$ cat src/rtl/sdiv_pkg.sv
// Package: shared mode codes and mode classification helpers for the
// sequential divider. Assumes a 3-bit mode code.
package sdiv_pkg;

    typedef enum logic [2:0] {
        MD_FRAC = 3'b000,
        MD_S32  = 3'b001,
        MD_U32  = 3'b010,
        MD_S16  = 3'b011,
        MD_U16  = 3'b100
    } div_mode_e;

    // Codes above the last defined mode are rejected.
    function automatic logic mode_legal(input logic [2:0] m);
        return m <= 3'd4;
    endfunction

    // Modes that treat operands as two's complement.
    function automatic logic mode_signed(input logic [2:0] m);
        return (m == MD_FRAC) || (m == MD_S32) || (m == MD_S16);
    endfunction

endpackage

$ cat src/rtl/sdiv_prep.sv
// Operand conditioning: widens the dividend according to the mode,
// takes magnitudes of signed operands, records the result signs and
// flags a zero divisor or a quotient that cannot fit W bits.
// Assumes the mode code is legal; combinational only.
module sdiv_prep import sdiv_pkg::*; #(
    parameter int W = 16
) (
    input  logic [2*W-1:0] raw_a,
    input  logic [W-1:0]   raw_b,
    input  logic [2:0]     mode,
    output logic [2*W-1:0] a_mag,
    output logic [W-1:0]   b_mag,
    output logic           neg_q,
    output logic           neg_r,
    output logic           is_signed,
    output logic           early_err
);
    logic [2*W-1:0] a_ext;
    logic           a_neg, b_neg;

    // Form the 2W-bit dividend for the selected mode.
    always_comb begin
        case (mode)
            MD_FRAC: a_ext = {raw_a[W-1], raw_a[W-1:0], {(W-1){1'b0}}};
            MD_S16:  a_ext = {{W{raw_a[W-1]}}, raw_a[W-1:0]};
            MD_U16:  a_ext = {{W{1'b0}}, raw_a[W-1:0]};
            default: a_ext = raw_a;
        endcase
    end

    // Magnitudes, result signs and the up-front overflow test.
    always_comb begin
        is_signed = mode_signed(mode);
        a_neg     = is_signed & a_ext[2*W-1];
        b_neg     = is_signed & raw_b[W-1];
        a_mag     = a_neg ? (~a_ext + 1'b1) : a_ext;
        b_mag     = b_neg ? (~raw_b + 1'b1) : raw_b;
        neg_q     = a_neg ^ b_neg;
        neg_r     = a_neg;
        early_err = (raw_b == '0) || (a_mag[2*W-1:W] >= b_mag);
    end
endmodule

$ cat src/rtl/sdiv_step.sv
// One restoring division step on unsigned magnitudes: shifts the next
// dividend bit into the partial remainder, subtracts the divisor when
// it fits and shifts the quotient bit in. Assumes rem_in < b_mag.
module sdiv_step #(
    parameter int W = 16
) (
    input  logic [W-1:0] rem_in,
    input  logic [W-1:0] quo_in,
    input  logic [W-1:0] b_mag,
    output logic [W-1:0] rem_out,
    output logic [W-1:0] quo_out
);
    logic [W:0] trial;
    logic [W:0] diff;
    logic       fits;

    // Trial subtraction and restore selection.
    always_comb begin
        trial   = {rem_in, quo_in[W-1]};
        diff    = trial - {1'b0, b_mag};
        fits    = trial >= {1'b0, b_mag};
        rem_out = fits ? diff[W-1:0] : trial[W-1:0];
        quo_out = {quo_in[W-2:0], fits};
    end
endmodule

$ cat src/rtl/sdiv_fix.sv
// Sign restoration: negates the magnitude quotient when the operand
// signs differ, gives the remainder the dividend's sign, and checks
// the signed quotient range. Combinational only.
module sdiv_fix #(
    parameter int W = 16
) (
    input  logic [W-1:0] quo_mag,
    input  logic [W-1:0] rem_mag,
    input  logic         neg_q,
    input  logic         neg_r,
    input  logic         is_signed,
    output logic [W-1:0] quo,
    output logic [W-1:0] rem,
    output logic         range_err
);
    localparam logic [W-1:0] HALF = {1'b1, {(W-1){1'b0}}};

    // Apply signs and test the two's-complement range.
    always_comb begin
        quo       = neg_q ? (~quo_mag + 1'b1) : quo_mag;
        rem       = neg_r ? (~rem_mag + 1'b1) : rem_mag;
        range_err = is_signed && (neg_q ? (quo_mag > HALF) : quo_mag[W-1]);
    end
endmodule

$ cat src/rtl/stepwise_divider.sv
// Sequential multi-mode divider. Step 0 conditions the operands,
// steps 1..W run restoring iterations, and step W+1 restores signs and
// publishes the results with a one-cycle done pulse. The hold input
// stalls the steps. Assumes start is sampled only while idle.
module stepwise_divider import sdiv_pkg::*; #(
    parameter int W = 16
) (
    input  logic           clk,
    input  logic           rst_n,
    input  logic           start,
    input  logic [2:0]     mode,
    input  logic [2*W-1:0] dividend,
    input  logic [W-1:0]   divisor,
    input  logic           hold,
    output logic [W-1:0]   quotient,
    output logic [W-1:0]   remainder,
    output logic           busy,
    output logic           done,
    output logic           err
);
    localparam int NSTEP = W + 2;
    localparam int CW    = $clog2(NSTEP + 1);
    localparam logic [CW-1:0] LAST = CW'(NSTEP - 1);

    logic [2*W-1:0] raw_a;
    logic [W-1:0]   raw_b;
    logic [2:0]     mode_q;
    logic [W-1:0]   rem_q, quo_q, bmag_q;
    logic           nq_q, nr_q, sgn_q, ovf_q;
    logic [CW-1:0]  cnt;
    logic           busy_q, done_q, err_q;
    logic [W-1:0]   q_out, r_out;

    logic [2*W-1:0] p_amag;
    logic [W-1:0]   p_bmag;
    logic           p_nq, p_nr, p_sgn, p_err;
    logic [W-1:0]   s_rem, s_quo;
    logic [W-1:0]   f_quo, f_rem;
    logic           f_rerr;
    logic           advance;

    assign advance = busy_q && !hold;

    sdiv_prep #(.W(W)) u_prep (
        .raw_a(raw_a), .raw_b(raw_b), .mode(mode_q),
        .a_mag(p_amag), .b_mag(p_bmag), .neg_q(p_nq), .neg_r(p_nr),
        .is_signed(p_sgn), .early_err(p_err)
    );

    sdiv_step #(.W(W)) u_step (
        .rem_in(rem_q), .quo_in(quo_q), .b_mag(bmag_q),
        .rem_out(s_rem), .quo_out(s_quo)
    );

    sdiv_fix #(.W(W)) u_fix (
        .quo_mag(quo_q), .rem_mag(rem_q), .neg_q(nq_q), .neg_r(nr_q),
        .is_signed(sgn_q), .quo(f_quo), .rem(f_rem), .range_err(f_rerr)
    );

    // Sequencer: start acceptance, step counting, busy/done/err flags.
    always_ff @(posedge clk) begin
        if (!rst_n) begin
            busy_q <= 1'b0;
            done_q <= 1'b0;
            err_q  <= 1'b0;
            cnt    <= '0;
        end else begin
            done_q <= 1'b0;
            if (!busy_q) begin
                if (start && mode_legal(mode)) begin
                    busy_q <= 1'b1;
                    cnt    <= '0;
                    err_q  <= 1'b0;
                end else if (start) begin
                    done_q <= 1'b1;
                    err_q  <= 1'b1;
                end
            end else if (advance) begin
                cnt <= cnt + 1'b1;
                if (cnt == LAST) begin
                    busy_q <= 1'b0;
                    done_q <= 1'b1;
                    err_q  <= ovf_q | f_rerr;
                end
            end
        end
    end

    // Operand capture on start and per-step datapath update.
    always_ff @(posedge clk) begin
        if (!rst_n) begin
            raw_a  <= '0;
            raw_b  <= '0;
            mode_q <= '0;
            rem_q  <= '0;
            quo_q  <= '0;
            bmag_q <= '0;
            nq_q   <= 1'b0;
            nr_q   <= 1'b0;
            sgn_q  <= 1'b0;
            ovf_q  <= 1'b0;
        end else if (!busy_q) begin
            if (start && mode_legal(mode)) begin
                raw_a  <= dividend;
                raw_b  <= divisor;
                mode_q <= mode;
            end
        end else if (advance) begin
            if (cnt == '0) begin
                rem_q  <= p_amag[2*W-1:W];
                quo_q  <= p_amag[W-1:0];
                bmag_q <= p_bmag;
                nq_q   <= p_nq;
                nr_q   <= p_nr;
                sgn_q  <= p_sgn;
                ovf_q  <= p_err;
            end else if (cnt <= CW'(W)) begin
                rem_q <= s_rem;
                quo_q <= s_quo;
            end
        end
    end

    // Result registers: written only on the final step.
    always_ff @(posedge clk) begin
        if (!rst_n) begin
            q_out <= '0;
            r_out <= '0;
        end else if (advance && cnt == LAST) begin
            q_out <= f_quo;
            r_out <= f_rem;
        end
    end

    assign quotient  = q_out;
    assign remainder = r_out;
    assign busy      = busy_q;
    assign done      = done_q;
    assign err       = err_q;

    a_r9_done_single: assert property (@(posedge clk) disable iff (!rst_n)
        done |=> !done);
    a_r6_busy_done_excl: assert property (@(posedge clk) disable iff (!rst_n)
        busy |-> !done);
    a_r6_finish: assert property (@(posedge clk) disable iff (!rst_n)
        (busy && !hold && cnt == LAST) |=> (done && !busy));
    a_r7_hold_freeze: assert property (@(posedge clk) disable iff (!rst_n)
        (busy && hold) |=> (busy && $stable(cnt) && $stable(rem_q) && $stable(quo_q)));
    a_r8_start_ignored: assert property (@(posedge clk) disable iff (!rst_n)
        (busy && start) |=> ($stable(raw_a) && $stable(raw_b) && $stable(mode_q)));
    a_r9_result_stable: assert property (@(posedge clk) disable iff (!rst_n)
        !done |-> ($stable(quotient) && $stable(remainder)));
    a_r11_illegal: assert property (@(posedge clk) disable iff (!rst_n)
        (!busy && start && mode > 3'd4) |=> (done && err && !busy));
endmodule

$ cat config.mk
export PLATFORM = sky130hd
export DESIGN_NAME = stepwise_divider
export DESIGN_NICKNAME = d
export VERILOG_FILES = /design/src/rtl/sdiv_pkg.sv /design/src/rtl/sdiv_prep.sv /design/src/rtl/sdiv_step.sv /design/src/rtl/sdiv_fix.sv /design/src/rtl/stepwise_divider.sv
export SDC_FILE = /design/constraint.sdc
export NUM_CORES = 1
export LEC_CHECK = 0
export ABC_AREA = 1
export BUFFER_PORTS_ARGS = -buffer_cell sky130_fd_sc_hd__clkbuf_2
export CAP_MARGIN = 20
export CORE_AREA = 8 8 206 208
export DETAILED_ROUTE_END_ITERATION = 7
export DIE_AREA = 0 0 214 216
export PLACE_DENSITY_LB_ADDON = 0.15
export SYNTH_ARGS = -nofsm -noshare
export SYNTH_HDL_FRONTEND = slang
export SYNTH_SLANG_ARGS = --single-unit
$ cat constraint.sdc
create_clock -name clk -period 3.8 [get_ports clk]
set_input_delay 0.95 -clock clk [delete_from_list [all_inputs] [get_ports clk]]
set_output_delay 0.95 -clock clk [all_outputs]
set_load 0.02 [all_outputs]
=== After elaboration in Yosys (flattened, before gate mapping) ===
Cells that the tools add are included.
W data, S select, Z words.

* Add/subtract/negate cells: 6
* Multiply operators: 0
* Divide/modulo/power cells: 0
* Order comparisons: 5
* Eq/ne operators: 6
* Shift operators: 0
* Mux-type cells: 28
* Bitwise operators: 9
* Reductions and logical operators: 19

{| class="wikitable"
|+ Operators with widths
! operator !! count
|-
| $mux W16 || 8
|-
| $pmux W32 S3 || 1
|-
| $add A16 B1 Y16 const B || 3
|-
| $not A16 Y16 || 3
|-
| $add A32 B1 Y32 const B || 1
|-
| $mux W32 || 1
|-
| $not A32 Y32 || 1
|-
| $ge A17 B16 Y1 || 1
|-
| $ge A16 B16 Y1 || 1
|-
| $gt A16 B16 Y1 const B || 1
|-
| $logic_not A16 Y1 || 1
|-
| $sub A16 B16 Y16 || 1
|-
| $mux W1 || 15
|-
| $mux W5 || 3
|-
| $reduce_and A3 Y1 || 3
|-
| $add A5 B1 Y5 const B || 1
|-
| $eq A5 B5 Y1 const B || 1
|-
| $le A5 B5 Y1 const B || 1
|-
| $logic_not A5 Y1 || 1
|-
| $logic_and A1 B1 Y1 || 4
|-
| $ne A2 B1 Y1 const B || 2
|-
| $reduce_and A2 Y1 || 2
|-
| $reduce_bool A2 Y1 || 2
|-
| $eq A3 B1 Y1 const B || 1
|-
| 11 further kinds || 14
|}

* Register bits after elaboration: 143
* Bits in latches: 0
* Bits in writable memories: 0
* Bits in read-only memories: 0
* Output and inout bits: 35
* Memories kept: 0

=== Longest topological paths before layout ===
* Depth after elaboration: 7
* Depth in mapped cells: 25

=== Hierarchy ===
From an unflattened synthesis, not the netlist that was laid out.

* Cell total of the unflattened synthesis: 1771
* Area, all modules: 10556.4 sq um

{| class="wikitable"
|+ By module, submodules not included
! module !! instances !! cells an instance !! area an instance (sq um)
|-
| stepwise_divider || 1 || 863 || 5909.4
|-
| sdiv_prep || 1 || 439 || 2287.2
|-
| sdiv_step || 1 || 285 || 1475.2
|-
| sdiv_fix || 1 || 184 || 884.6
|}

=== Least setup slack after synthesis ===
Ideal clock, no wire load.

* Path type: reg2reg
* From: register mode_q[2]
* To: register ovf_q
* Library setup time: 0.143 ns
* Arrival time: 2.618 ns
* Required time: 3.657 ns
* Setup slack: 1.039 ns
* Stages on the path, launching flop included: 25
* Buffers on the path: 1
* Period minus slack after synthesis: 2.761 ns
* Path through: dfxtp_1 -> inv_4 -> nand2_2 -> nor2_4 -> buf_6 -> nor2_1 -> inv_1 -> ha_1 -> nand2_1 -> nor2_4 -> nand2_2 -> nor2_2 -> nand2_2 -> nand2_4 -> nand4_1 -> nand2_1 -> inv_1 -> ha_1 -> nand2_1 -> inv_1 -> nand3_1 -> inv_1 -> a21oi_1 -> a21boi_0 -> a41oi_1

* Word-level cells in the longest chain between the ends: 7

{| class="wikitable"
|+ RTL lines
! item !! RTL line !! source
|-
| start, declared || stepwise_divider.sv:27 || <nowiki>logic [2:0] mode_q;</nowiki>
|-
| start signal, assigned || stepwise_divider.sv:106 || <nowiki>mode_q <= mode;</nowiki>
|-
| $eq A3 B3 Y1, or another cell as far along || sdiv_prep.sv:23 || <nowiki>case (mode)</nowiki>
|-
| $pmux W32 S3 or $logic_or A1 B1 Y1 (tied branches) || sdiv_prep.sv:23, sdiv_pkg.sv:20 ||
|-
| $not A32 Y32 or $logic_or A1 B1 Y1 (tied branches) || sdiv_prep.sv:36, sdiv_pkg.sv:20 ||
|-
| $add A32 B1 Y32, or another cell as far along || sdiv_prep.sv:36 || <nowiki>a_mag = a_neg ? (~a_ext + 1'b1) : a_ext;</nowiki>
|-
| $mux W32 or $mux W16 (tied branches) || sdiv_prep.sv:36, sdiv_prep.sv:37 ||
|-
| $ge A16 B16 Y1 * || sdiv_prep.sv:40 || <nowiki>early_err = (raw_b == '0) || (a_mag[2*W-1:W] >= b_mag);</nowiki>
|-
| $logic_or A1 B1 Y1 * || sdiv_prep.sv:40 ||
|-
| end signal, assigned || stepwise_divider.sv:116 || <nowiki>ovf_q <= p_err;</nowiki>
|-
| end, declared || stepwise_divider.sv:29 || <nowiki>logic nq_q, nr_q, sgn_q, ovf_q;</nowiki>
|}

Mark *: on every way between the ends. The rest lies on a longest branch, timed or not.
A chain may end at the register's enable or synchronous reset.

=== Final worst setup path ===
* From: register mode_q[0]
* To: register ovf_q

Same word-level chain as after synthesis.

==> metrics.md <==
| Metric | Value |
|---|---|
| Starting DRT DRC Count | 557 |
| Synthesized area | 9280 µm² |
| Setup WS pre-CTS | approximately 0.38 ns |
| Slew @ Worst Pin | 0.949 ns |
| Die width | about 210 µm |
| Post-DP Area | 10,300 µm² |
| Number of synthesized flops with an enable pin | 0 |
| Top Layer Used | met4 |
| Synth warn | 0 |
| Area delta synth->final | 17.5% |
| Nets | ~1,600 |
| WS Path Type | flop to flop |
| Max Slew Vio Count | 0 |
| Clock buffer depth | 2 |
| Worst ir drop on vdd | between 0.3 and 0.4 mV |
| RSZ-0062 raised after global routing | false |
| Share of cells above drive strength 1 | 14.3% |
| H-tree Lvls | 4 |
| Final wirelength | about 32,000 µm |
| Worst Hold Slack | between 0.4 and 0.5 ns |
| Cells after Synth | between 1,000 and 1,500 |
| Dpl hpwl | 24,800 µm |
| TritonCTS sink count | ~140 |
| Clock skew | 0.0161 ns |
| Area of the multi-input gates | about 5500 µm² |
| Post_cts resized | 0 |
| Total number of vias | 8,893 |
| FP Rows | 73 |
| CP endpoint kind | flop |
| Worst Path Max Fanout | 22 |
| Vias in the first global route | 8,698 |
| Power after layout | between 5 and 6 mW |
| Initial Utilization | between 20% and 30% |
| First-pass GRT wire length | 49,800 µm |
| Initial antenna violation count | 0 |
| Synth cell types | between 50 and 60 |
| Hold crit path type | flop to flop |
| I/O Buffers | a little under 90 |
| Register bit total from synthesis | about 140 |
| Clk root buf | clkbuf_16 |
| Synth area leader | dfxtp_1 |
| Final Hold Viols | 0 |
| Top cells by area, synth | dfxtp_1 31%, nand2_1 11%, a21oi_1 8.2%, o21ai_0 7.3%, inv_1 6.8% |
| Final worst slack | 0.324 ns |
| Avg WL per Cell | around 16 µm |
| Post-route cell area | ~11,000 µm² |
| Worst Path Arrival | approximately 3.8 ns |
| Largest net degree at the start of global routing | slightly above 90 |
| GRT Total Usage | a little over an eighth |
| Post-Route M1 WL | approximately 16,000 µm |
| IO Count | 90 |
| CTS tree | built |
| P_leak | about 4.9 nW |
| # fillers | around 4,400 |
| Post-layout min period | between 3 and 4 ns |
| Final period utilization | between 90 and 100% |
| Post-DRT Antenna Nets | 0 |
| Clock transition at path regs | approximately 0.07 ns |
| Core Footprint | just under 40,000 µm² |
| Async SR Flop Fraction | 0% |
| Router iterations before antenna repair | 5 |
| Most used DFF post-synth | dfxtp_1 |
| Cts hold-fix bufs | 0 |
| DRC Markers | 0 |
| Slew HR | a little under two fifths |
| Sequential area share after synthesis | a little under a third |
| Reg-to-reg slack, setup | between 0.3 and 0.4 ns |
| FF+latch area | between 2000 and 3000 µm² |
| Total CTS buffers | 17 |
| Fin Setup TNS | 0 ns |
| Syn nets | approximately 1,500 |
| WP data required | 4.09 ns |
| Die H | 216 µm |
| Worst-skew pair later-pin latency | 0.44 ns |
| CP Launch Type | flop |
| Wire length on met2 | ~14,000 µm |
| Syn Area/Cell | 6.66 µm² |
| Met3 wire length | 1280 µm |
| RD Place Congestion | 0.858 |
| Outcome | finished clean |
| Share of the synthesized area in the top cell type | just over 30% |
| PwrDens | 460 nW/µm² |
| # setup viols final | 0 |
| Max frequency | 288 MHz |
| Post-CTS Setup Bufs | 0 |
| Max Cap Viol | 0 |
| Vias per cell | 4.45 |
| Remaining Overflow, GRT | 0 |
| Die area | approximately 46,000 µm² |
## critical path: stages (launching register included)
cell and delay (ns):
dfxtp_1 0.42, nor2_2 0.49, nand2_4 0.25, o21ai_2 0.22, inv_2 0.05, nand2_2 0.08, nand2_4 0.15, inv_4 0.26
nand2_1 0.18, nand4_1 0.15, nand2_1 0.08, ha_1 0.29, a21oi_1 0.16, o21ai_0 0.09, a21oi_1 0.12, a21boi_0 0.20
a41oi_1 0.12
## cell usage after synthesis, drive strengths merged, types with 3 or more instances
| library cell | number |
|---|---|
| clkbuf | 43 |
| buf | 17 |
| a211oi | 3 |
| o21a | 3 |
| dfxtp | 143 |
| ha | 39 |
| nor2 | 162 |
| o21bai | 3 |
| a21boi | 4 |
| nand2 | 292 |
| nand4 | 7 |
| o21ai | 148 |
| o221ai | 10 |
| o211ai | 22 |
| a31oi | 5 |
| o31ai | 3 |
| clkinv | 5 |
| nor3 | 22 |
| nand3 | 70 |
| xor2 | 41 |
| or2 | 4 |
| xnor2 | 14 |
| inv | 175 |
| a21oi | 153 |
## metal layers
metal / vias up / GRT usage (%)
met2: 156 / 20.5
met3: 22 / 3.08
met5: - / 0
met4: 0 / 3.61
li1: 4688 / -
met1: 4027 / 19.1
## metrics by stage
step / cells / util, %
after global routing: 1998 / 27.8
after CTS: 1998 / 27.8
after global placement: 1966 / 26.2
after detailed placement: 1966 / 26.2
final: 1999 / 27.8
after floorplan: 1394 / -
## power breakdown
part	internal, mW	switching (mW)	leakage [nW]	total [mW]
Clock	1.18	0.713	0.314	1.90
Combinational	0.484	0.986	3.43	1.47
Sequential	1.57	0.0787	1.17	1.65
## cell type report
| cell class | instances | area share (%) |
|---|---|---|
| Sequential cell | 143 | 26.2 |
| Antenna cell | 1 | 0.0229 |
| Clock inverter | 13 | 1.93 |
| Timing Repair Buffer | 107 | 5.44 |
| Clock buffer | 19 | 4.06 |
| Tap cell | 525 | 6.02 |
| Inverter | 180 | 6.24 |
| Multi-Input combinational cell | 1011 | 50.1 |
## layout by cell type, fill, tap and decap left out, types with 3 or more instances in the layout
master / netlist / routed
clkbuf_2: 0 / 88
o221ai_1: 10 / 10
a21oi_1: 152 / 152
o21bai_1: 3 / 3
clkbuf_16: 0 / 17
o21a_1: 3 / 3
xor2_1: 40 / 40
or2_2: 4 / 4
nor2_1: 147 / 146
o21ai_2: 8 / 8
a21boi_0: 3 / 3
o21ai_0: 135 / 135
nor2_2: 8 / 9
a31oi_1: 5 / 5
nor2_4: 6 / 6
bufinv_16: 0 / 5
clkinv_1: 5 / 5
nor3_1: 21 / 21
clkinv_4: 0 / 3
xnor2_1: 14 / 14
nand3_2: 5 / 5
nand2_1: 267 / 266
inv_2: 4 / 4
ha_1: 39 / 39
nand2_4: 5 / 5
nand4_1: 5 / 5
nand3_1: 65 / 65
nand2_2: 20 / 21
buf_4: 1 / 17
dfxtp_1: 143 / 143
a211oi_1: 3 / 3
o31ai_1: 3 / 3
o211ai_1: 22 / 22
o21ai_1: 3 / 3
inv_1: 169 / 169
## cells by family (layout without fill, tap and decap cells)
logic type,Yosys count,in the layout,synth area share [%]
AOI/OAI and AO/OA,357,357,21.5
xor gates and xnor gates,55,55,5.27
buffers and inverters,240,319,10.4
adders and majority gates,40,40,5.47
DFF,143,143,30.8
and+or+nand+nor,559,559,26.6
other,0,1,0
## registers in the layout, summed over array words and instances (netlist names), 3 cells and up
register and count:
mode_q 3, rem_q 16, raw_b 16, cnt 5, quotient 16, quo_q 16, bmag_q 16, remainder 16
raw_a 32
## worst paths after layout
path | depth (start not counted) | from | endpoint
max | 16 | mode_q[0]$_SDFFE_PN0P_ | ovf_q$_SDFFE_PN0P_
min | 2 | quo_q[14]$_SDFFE_PN0P_ | quo_q[14]$_SDFFE_PN0P_
max reg2reg | 16 | mode_q[0]$_SDFFE_PN0P_ | ovf_q$_SDFFE_PN0P_
min reg2reg | 2 | quo_q[14]$_SDFFE_PN0P_ | quo_q[14]$_SDFFE_PN0P_
Note: power is estimated with default switching activity, not from simulation.
